### config.mk
export PLATFORM = sky130hd
export DESIGN_NAME = spi_eeprom_sync
export DESIGN_NICKNAME = d
export VERILOG_FILES = /design/src/rtl/spi_eeprom_sync.sv
export SDC_FILE = /design/constraint.sdc
export NUM_CORES = 1
export LEC_CHECK = 0
export BUFFER_PORTS_ARGS = -buffer_cell sky130_fd_sc_hd__buf_2
export CAP_MARGIN = 25
export CORE_AREA = 2 2 39 41
export DETAILED_ROUTE_END_ITERATION = 8
export DIE_AREA = 0 0 41 43
export PLACE_DENSITY_LB_ADDON = 0.05
export SYNTH_ARGS = -nofsm -noshare
export SYNTH_HDL_FRONTEND = slang
export SYNTH_SLANG_ARGS = --single-unit
### constraint.sdc
create_clock -name clk -period 0.8 [get_ports clk]
set_clock_uncertainty 0.05 [all_clocks]
set_input_delay 0.04 -clock clk [delete_from_list [all_inputs] [get_ports clk]]
set_output_delay 0.04 -clock clk [all_outputs]
set_load 0.01 [all_outputs]
### src/rtl/spi_eeprom_sync.sv
module spi_eeprom_sync #(
    parameter int STAGES = 2
) (
    input  logic clk,
    input  logic rst_n,
    input  logic sck,
    input  logic cs_n,
    input  logic mosi,
    output logic sck_rise,
    output logic sck_fall,
    output logic sel_start,
    output logic sel_end,
    output logic sel_act,
    output logic mosi_s
);
    localparam int NSIG = 3;
    // bit 0 sck (idle low), bit 1 cs_n (idle high), bit 2 mosi
    localparam logic [NSIG-1:0] IDLE = 3'b010;

    logic [STAGES-1:0][NSIG-1:0] sync_q;
    logic [1:0]                  last_q;
    logic [NSIG-1:0]             cur;

    always_ff @(posedge clk or negedge rst_n) begin
        if (!rst_n) begin
            sync_q <= {STAGES{IDLE}};
            last_q <= IDLE[1:0];
        end else begin
            sync_q[0] <= {mosi, cs_n, sck};
            for (int s = 1; s < STAGES; s++) begin
                sync_q[s] <= sync_q[s-1];
            end
            last_q <= sync_q[STAGES-1][1:0];
        end
    end

    assign cur       = sync_q[STAGES-1];
    assign sck_rise  = cur[0] & ~last_q[0];
    assign sck_fall  = ~cur[0] & last_q[0];
    assign sel_start = ~cur[1] & last_q[1];
    assign sel_end   = cur[1] & ~last_q[1];
    assign sel_act   = ~cur[1];
    assign mosi_s    = cur[2];

endmodule

==> results of run 1 <==
==> routing by layer <==
metal	up-vias	track usage, %
met5	-	0
met4	0	4.000
met3	0	3.141
met2	7	6.250
met1	66	5.705
li1	76	-
==> through the flow <==
step / setup TNS, ns / utilization [%] / worst slack, ns / cells
6_report: -1.341 / 28.66 / -0.3196 / 48
5_1_grt: -1.678 / 28.66 / -0.3871 / 48
4_1_cts: -1.439 / 28.66 / -0.3424 / 48
3_5_place_dp: -0.1304 / 22.42 / -0.06772 / 39
3_3_place_gp: -0.1008 / 22.42 / -0.05664 / 39
2_1_floorplan: -0.008774 / - / -0.008774 / 13
==> placed cells by master, fill, tap and decap left out <==
cell	Yosys	routed
buf_2	0	8
dfrtp_1	5	5
dlygate4sd3_1	0	4
clkbuf_4	0	3
dfstp_2	3	3
and2b_2	2	2
buf_6	0	2
inv_1	1	1
nor2b_1	2	1
nor2b_2	0	1
clkbuf_1	0	1
buf_4	0	1
==> flip-flops by register name, summed over array words and instances (netlist names) <==
name,count
last_q,2
sync_q,3
cur,3
==> power groups by stage <==
stage | sequential [µW] | combinational, µW | clock, µW
2_1_floorplan | 446 | 18.5 | 0
3_3_place_gp | 446 | 50.2 | 0
3_5_place_dp | 447 | 50.9 | 0
4_1_cts | 440 | 76.4 | 342
5_1_grt | 443 | 82.2 | 369
6_report | 440 | 74.7 | 323
==> area by class of cell <==
| class | count | area share [%] |
|---|---|---|
| timing repair buffer | 15 | 27.76 |
| inverter | 1 | 0.9464 |
| sequential | 8 | 51.42 |
| clock buffer | 4 | 6.625 |
| tap | 16 | 5.047 |
| multi-input combinational | 4 | 8.202 |
==> what timing repair did <==
item,in CTS,in global routing
cloned,0,0
hold buffers,4,0
endpoints found under the setup margin,6,6
buffers inserted,1,0
resized for setup,2,0
endpoints found under the hold margin,11,0
==> cells by family after synthesis <==
family / share of synthesized area, %
AND/OR/NAND/NOR: 12.63
buffers and inverters: 1.577
flip-flops: 85.79
==> critical path: stages (launching register included) <==
cell,delay (ns)
dfstp_2,0.54
nor2b_2,0.12
buf_2,0.12
==> final timing paths <==
path | end | cells after the start
setup / recovery | sel_end | 2
hold / removal | sync_q[2] | 2
setup reg to reg | last_q[0] | 1
hold reg to reg | cur[0] | 0
max in group asynchronous | last_q[1] | 2
min in group clk | cur[0] | 0
==> flow_summary.toml, run 1 <==
[global_routing]
grt_start_max_net_pins = 9
grt_antenna_before_repair = 0
grt_use_total_pct = 4.985
grt_pass1_wl_um = 545
grt_pass1_vias = 148
overflow = 0

[pwr]
p_sw_share_pct = 20.16
ir_worst_vdd_mv = 0.8853
total_power_uw = 837.6
p_leak_uw = 0.0001924
clkPwrFrac_pct = 38.5
power_density_nw_per_um2 = 2112
p_int_uw = 668.8
p_comb_share_pct = 8.9
seqPwrFrac_pct = 52.5
p_sw_uw = 168.8

[timing]
min_period_ns = 1.120
finalHoldViolations = 0
period_share_pct = 139.9
maxSlewHeadroom_pct = 88.40
setup_violations = 6
rsz0062_at_grt = "yes"
worst_slack_ns = -0.3196
drv_slew = 0
worstMarginPinSlew_ns = 0.1740
worst_hold_slack_ns = 0.1068
clock.fmax_mhz = 893.2

[die]
die_width_um = 41
dieHeight_um = 43
die_area_um2 = 1763
design.portCount = 11
start_util_pct = 17.18
fp-row-count = 14
core_um2 = 1384

[run]
drv_cap = 0

[synth]
ys_ff_latch = 8
synth_common_cells = "dfrtp_1, dfstp_2, and2b_2, nor2b_1, inv_1"
synth_area_leaders = "dfrtp_1, dfstp_2, and2b_2"
syn_inst = 13
synth_area_um2 = 237.7
synth_flop_cell = "dfrtp_1"
yosysWarnings = 0
synth_nets = 18
synth_edf_count = 0
synth_seq_area_share_pct = 85.79
synthArstFlopShare_pct = 100.0
synth_most_common_cell = "dfrtp_1"
syn_area_per_cell_um2 = 18.29
ys_types = 5
synth_top_area_share_pct = 52.63
yosys.area.top_type = "dfrtp_1"

[routing]
vias = 149
drc = 0
wirelength_um = 345
ant_nets = 0
highest_layer = "met3"
dr_wl_met3_um = 27
routedLengthMet1_um = 149
first_iter_violations = 2
viasPerCell = 3.104
dr.pass1.iters = 3
drt-wirelength-per-cell_um = 7.188
wl_met2_um = 167

[final_layout]
nFillCells = 150
area_growth_pct = 66.84
regArea_um2 = 203.9
fin_area_um2 = 396.6
fin_nets = 38
drive_gt1_share_pct = 62.50
multi_input_area_um2 = 32.53
n_antenna_cell = 0

[cts]
clockRootBuffer = "clkbuf_4"
cts_max_path_buffers = 2
tritoncts = "yes"
cts.htree.levels = 1
cts_made_buffers = 3
clkSlewWorstSetupHoldPaths_ns = 0.06
clock_sinks = 8
clock_latency_ns = 0.25

[run_status]
status = "complete, but fails checks"
violations = "setup timing"

[place]
place.gp.congestion = 0.5028
portBuffers = 10
place_area_um2 = 310.3

[critical_path]
reg2reg_from = "cur[0]"
worst-setup-path-type = "register to output port"
path_max_fanout = 4
crit_path_end_kind = "output port"
critPathArrivalTime_ns = 1.03
worstSetupStartpoint = "cur[1]"
critPathLaunchType = "register"
reg2reg_setup_slack_ns = 0.14
cp.required_ns = 0.71

[hold_path]
hp-class = "primary input to async pin"
Note: power is estimated with default switching activity, not from simulation.
==> run 2: changes to the inputs <==
==> constraint.sdc (replaced) <==
create_clock -name clk -period 0.8 [get_ports clk]
set_clock_uncertainty 0.05 [all_clocks]
set_input_delay 0 -clock clk [delete_from_list [all_inputs] [get_ports clk]]
set_output_delay 0 -clock clk [all_outputs]
set_load 0.01 [all_outputs]
==> run 2 against run 1 <==
Via count up 9.4%. Clock power about the same. Critical path type unchanged. Worst hold slack worse by 0.041 ns. Register-to-register slack about the same. Maximum frequency up 1.4%. Sequential share of layout area down 0.48 points. Die area unchanged. The flow still finishes with violations (setup timing). Largest cell class unchanged. Global-route usage up 1.2 points.
==> flow_summary.toml, run 2 (synthesis results as in run 1) <==
[routing]
dr.pass1.iters = 1
viasPerCell = 3.468
vias = 163
first_iter_violations = 0
drc = 0
ant_nets = 0
wirelength_um = 402
drt-wirelength-per-cell_um = 8.553

[pwr]
p_sw_share_pct = 20.18
power_density_nw_per_um2 = 2099
ir_worst_vdd_mv = 0.7298
seqPwrFrac_pct = 52.6
clkPwrFrac_pct = 38.2
p_comb_share_pct = 9.3
p_int_uw = 670.9
p_leak_uw = 0.0001929
p_sw_uw = 169.6

[timing]
setup_violations = 5
worst_hold_slack_ns = 0.06593
drv_slew = 0
rsz0062_at_grt = "yes"
worstMarginPinSlew_ns = 0.1844
clock.fmax_mhz = 905.3
tns_ns = -1.200
finalHoldViolations = 0
period_share_pct = 138.1
worst_slack_ns = -0.3045
min_period_ns = 1.105
maxSlewHeadroom_pct = 87.70

[die]
core_um2 = 1384
die_area_um2 = 1763
dieHeight_um = 43
fp-row-count = 14
die_width_um = 41
design.portCount = 11
start_util_pct = 17.18

[global_routing]
grt_pass1_wl_um = 621
grt_start_max_net_pins = 9
overflow = 0
grt_use_total_pct = 6.193
grt_pass1_vias = 163
grt_antenna_before_repair = 0

[critical_path]
critPathMaxStageDelay_ns = 0.54
crit_chain = "nor2b_1, buf_2"
critPathArrivalTime_ns = 1.05
worst-setup-path-type = "register to output port"
critPathLaunchType = "register"
crit_path_top_delay_cell = "dfstp_2"
critPathTopFamily = "flip-flops"
path_max_fanout = 2
crit_path_end_kind = "output port"
cp.required_ns = 0.75
crit_buf_inv = 1

[run_status]
status = "complete, but fails checks"
violations = "setup timing"

[final_layout]
final_cell_mix = "buf_2, dfrtp_1, dlygate4sd3_1"
drive_gt1_share_pct = 61.29
mostFrequentLayoutCell = "buf_2"
area_growth_pct = 68.42
fin_nets = 37
n_antenna_cell = 0
final_util_pct = 28.93

[place]
place.gp.congestion = 0.5305
portBuffers = 10
dp_slack_ns = -0.02944

[cts]
clock_latency_ns = 0.25
tritoncts = "yes"
clkSlewWorstSetupHoldPaths_ns = 0.05
cts_max_path_buffers = 2
cts_made_buffers = 3
clockRootBuffer = "clkbuf_4"
cts.htree.levels = 1
clock_sinks = 8

[hold_path]
hp-class = "primary input to async pin"

[run]
drv_cap = 0
## run 2: final timing paths
| check | start | end | slack (ns) | depth (start not counted) |
|---|---|---|---|---|
| max | last_q[1] | sel_start | -0.30 | 2 |
| min | rst_n | cur[0] | 0.07 | 2 |
| max reg2reg | cur[1] | last_q[1] | 0.14 | 0 |
| min reg2reg | sync_q[2] | cur[2] | 0.30 | 0 |
| max in group asynchronous | rst_n | last_q[1] | 0.39 | 2 |
| min in group clk | sync_q[2] | cur[2] | 0.30 | 0 |
## run 2: routing by layer
| layer | GRT usage (%) | wire [µm] | vias to the layer above | share of wire (%) |
|---|---|---|---|---|
| met3 | 4.712 | 30 | 0 | 7.5 |
| li1 | - | - | 75 | - |
| met1 | 5.000 | 148 | 81 | 37 |
| met4 | 8.000 | 0 | 0 | 0 |
| met5 | 0 | 0 | - | 0 |
| met2 | 7.813 | 223 | 7 | 55 |
## run 2: power groups by stage
stage / sequential (µW) / combinational [µW] / clock (µW)
after floorplan: 446 / 17.7 / 0
after global placement: 445 / 49.7 / 0
after detailed placement: 447 / 50.9 / 0
after CTS: 440 / 72.8 / 343
after global routing: 443 / 86.3 / 368
final: 442 / 77.8 / 321
## run 2: stage by stage
| step | area [µm²] | cells | power (µW) |
|---|---|---|---|
| 2_1_floorplan | 237.7 | 13 | 463.7 |
| 3_3_place_gp | 307.8 | 39 | 495.2 |
| 3_5_place_dp | 307.8 | 39 | 497.8 |
| 4_1_cts | 386.6 | 47 | 855.7 |
| 5_1_grt | 400.4 | 47 | 897.4 |
| 6_report | 400.4 | 47 | 840.5 |
## run 2: area by class of cell
class	count	area [µm²]
multi-input combinational	4	37.54
sequential	8	203.9
fill	146	983.4
tap	16	20.02
inverter	1	3.754
timing repair buffer	14	108.9
clock buffer	4	26.28
## run 2: repair_timing
action,in CTS,in global routing
endpoints found under the hold margin,11,0
resized for setup,2,2
setup endpoints to repair,5,6
buffers inserted,0,0
hold buffers,4,0
==> run 3: changes to the inputs <==
==> constraint.sdc (replaced) <==
create_clock -name clk -period 0.8 [get_ports clk]
set_clock_uncertainty 0.05 [all_clocks]
set_input_delay 0.12 -clock clk [delete_from_list [all_inputs] [get_ports clk]]
set_output_delay 0.12 -clock clk [all_outputs]
set_load 0.01 [all_outputs]
==> run 3 against run 2 <==
Global-route usage down 1.0 points. Largest cell class unchanged. The flow still finishes with violations (setup timing). Die area unchanged. Sequential power about the same.
==> flow_summary.toml, run 3 (synthesis results as in run 1) <==
[cts]
tritoncts = "yes"
clock_sinks = 8
clock_latency_ns = 0.24
clkSlewWorstSetupHoldPaths_ns = 0.05
clockRootBuffer = "clkbuf_4"
cts_max_path_buffers = 2
cts_made_buffers = 3
cts.htree.levels = 1

[die]
design.portCount = 11
die_width_um = 41
fp-row-count = 14
core_um2 = 1384
start_util_pct = 17.18
dieHeight_um = 43
die_area_um2 = 1763

[routing]
ant_nets = 0
dr.pass1.iters = 1
wirelength_um = 338
first_iter_violations = 0
drc = 0
vias = 160
drt-wirelength-per-cell_um = 7.042
viasPerCell = 3.333

[final_layout]
fin_nets = 38
final_util_pct = 29.66
drive_gt1_share_pct = 65.63
final_cell_mix = "buf_2, dfrtp_1, dlygate4sd3_1"
area_growth_pct = 72.63
n_antenna_cell = 0
mostFrequentLayoutCell = "buf_2"

[place]
place.gp.congestion = 0.5220
place_hpwl_um = 249.5
dp_slack_ns = -0.1594
portBuffers = 10

[critical_path]
critPathArrivalTime_ns = 1.04
critPathMaxStageDelay_ns = 0.55
crit_chain = "nor2b_4, buf_6"
critPathLaunchType = "register"
reg2reg_from = "cur[1]"
worst-setup-path-type = "register to output port"
path_max_fanout = 4
crit_path_top_delay_cell = "dfstp_2"
r2r-end = "last_q[1]"
cp.required_ns = 0.63
reg2regPathDepth = 0
reg2reg_setup_slack_ns = 0.14
worstSetupStartpoint = "cur[1]"
crit_buf_inv = 1
crit_path_end_kind = "output port"
critPathTopFamily = "flip-flops"

[global_routing]
overflow = 0
grt_antenna_before_repair = 0
grt_start_max_net_pins = 9
grt_pass1_vias = 136
grt_use_total_pct = 5.183
grt_pass1_wl_um = 538

[timing]
setup_violations = 6
worst_slack_ns = -0.4064
drv_slew = 0
min_period_ns = 1.206
rsz0062_at_grt = "yes"
period_share_pct = 150.8
maxSlewHeadroom_pct = 88.87
clock.fmax_mhz = 828.9
finalHoldViolations = 0
worstMarginPinSlew_ns = 0.1670

[run]
drv_cap = 0

[hold_path]
hp-class = "primary input to async pin"

[run_status]
status = "complete, but fails checks"
violations = "setup timing"

[pwr]
p_leak_uw = 0.0001988
ir_worst_vdd_mv = 0.6656
power_density_nw_per_um2 = 2043
total_power_uw = 838.6
-- run 3: repair_timing --
action,in CTS,in global routing
gates cloned,0,0
hold buffers,4,0
setup buffers,0,1
resized for setup,3,0
pin swaps,0,0
setup endpoints to repair,6,6
endpoints found under the hold margin,11,0
-- run 3: power by group --
group	internal, µW	leakage (µW)	switching [µW]
combinational	52.4	0.0000940	30.3
clock	190	0.0000150	125
sequential	432	0.0000898	8.52
-- run 3: layout make-up --
cell class                 instances  area, µm²
multi-input combinational          4      40.04
sequential                         8      203.9
clock buffer                       4      26.28
timing repair buffer              15      116.4
tap                               16      20.02
fill                             136      973.4
inverter                           1      3.754
-- run 3: worst max path at each step --
stage,to,slack [ns],depth (start not counted)
2_1_floorplan,sel_start,-0.07,1
3_5_place_dp,sel_end,-0.16,2
6_report,sel_end,-0.41,2
3_3_place_gp,sel_end,-0.15,2
5_1_grt,sel_end,-0.46,2
4_1_cts,sel_end,-0.43,2
-- run 3: metal layers --
layer	vias up	routed length [µm]	GRT usage [%]
met5	-	0	0
met4	0	0	6.000
met3	0	31	3.141
met2	7	157	5.938
met1	73	149	5.686
li1	80	-	-
-- run 3: per-stage QoR --
stage          setup TNS [ns]  hold WS, ns  instance area [µm²]  instances
6_report               -1.811       0.1895                410.4         48
5_1_grt                -2.114       0.2074                410.4         48
4_1_cts                -1.973       0.1942                402.9         47
3_5_place_dp          -0.4846     -0.08353                317.8         39
3_3_place_gp          -0.4549     -0.08464                317.8         39
2_1_floorplan         -0.1287      -0.2256                247.7         13
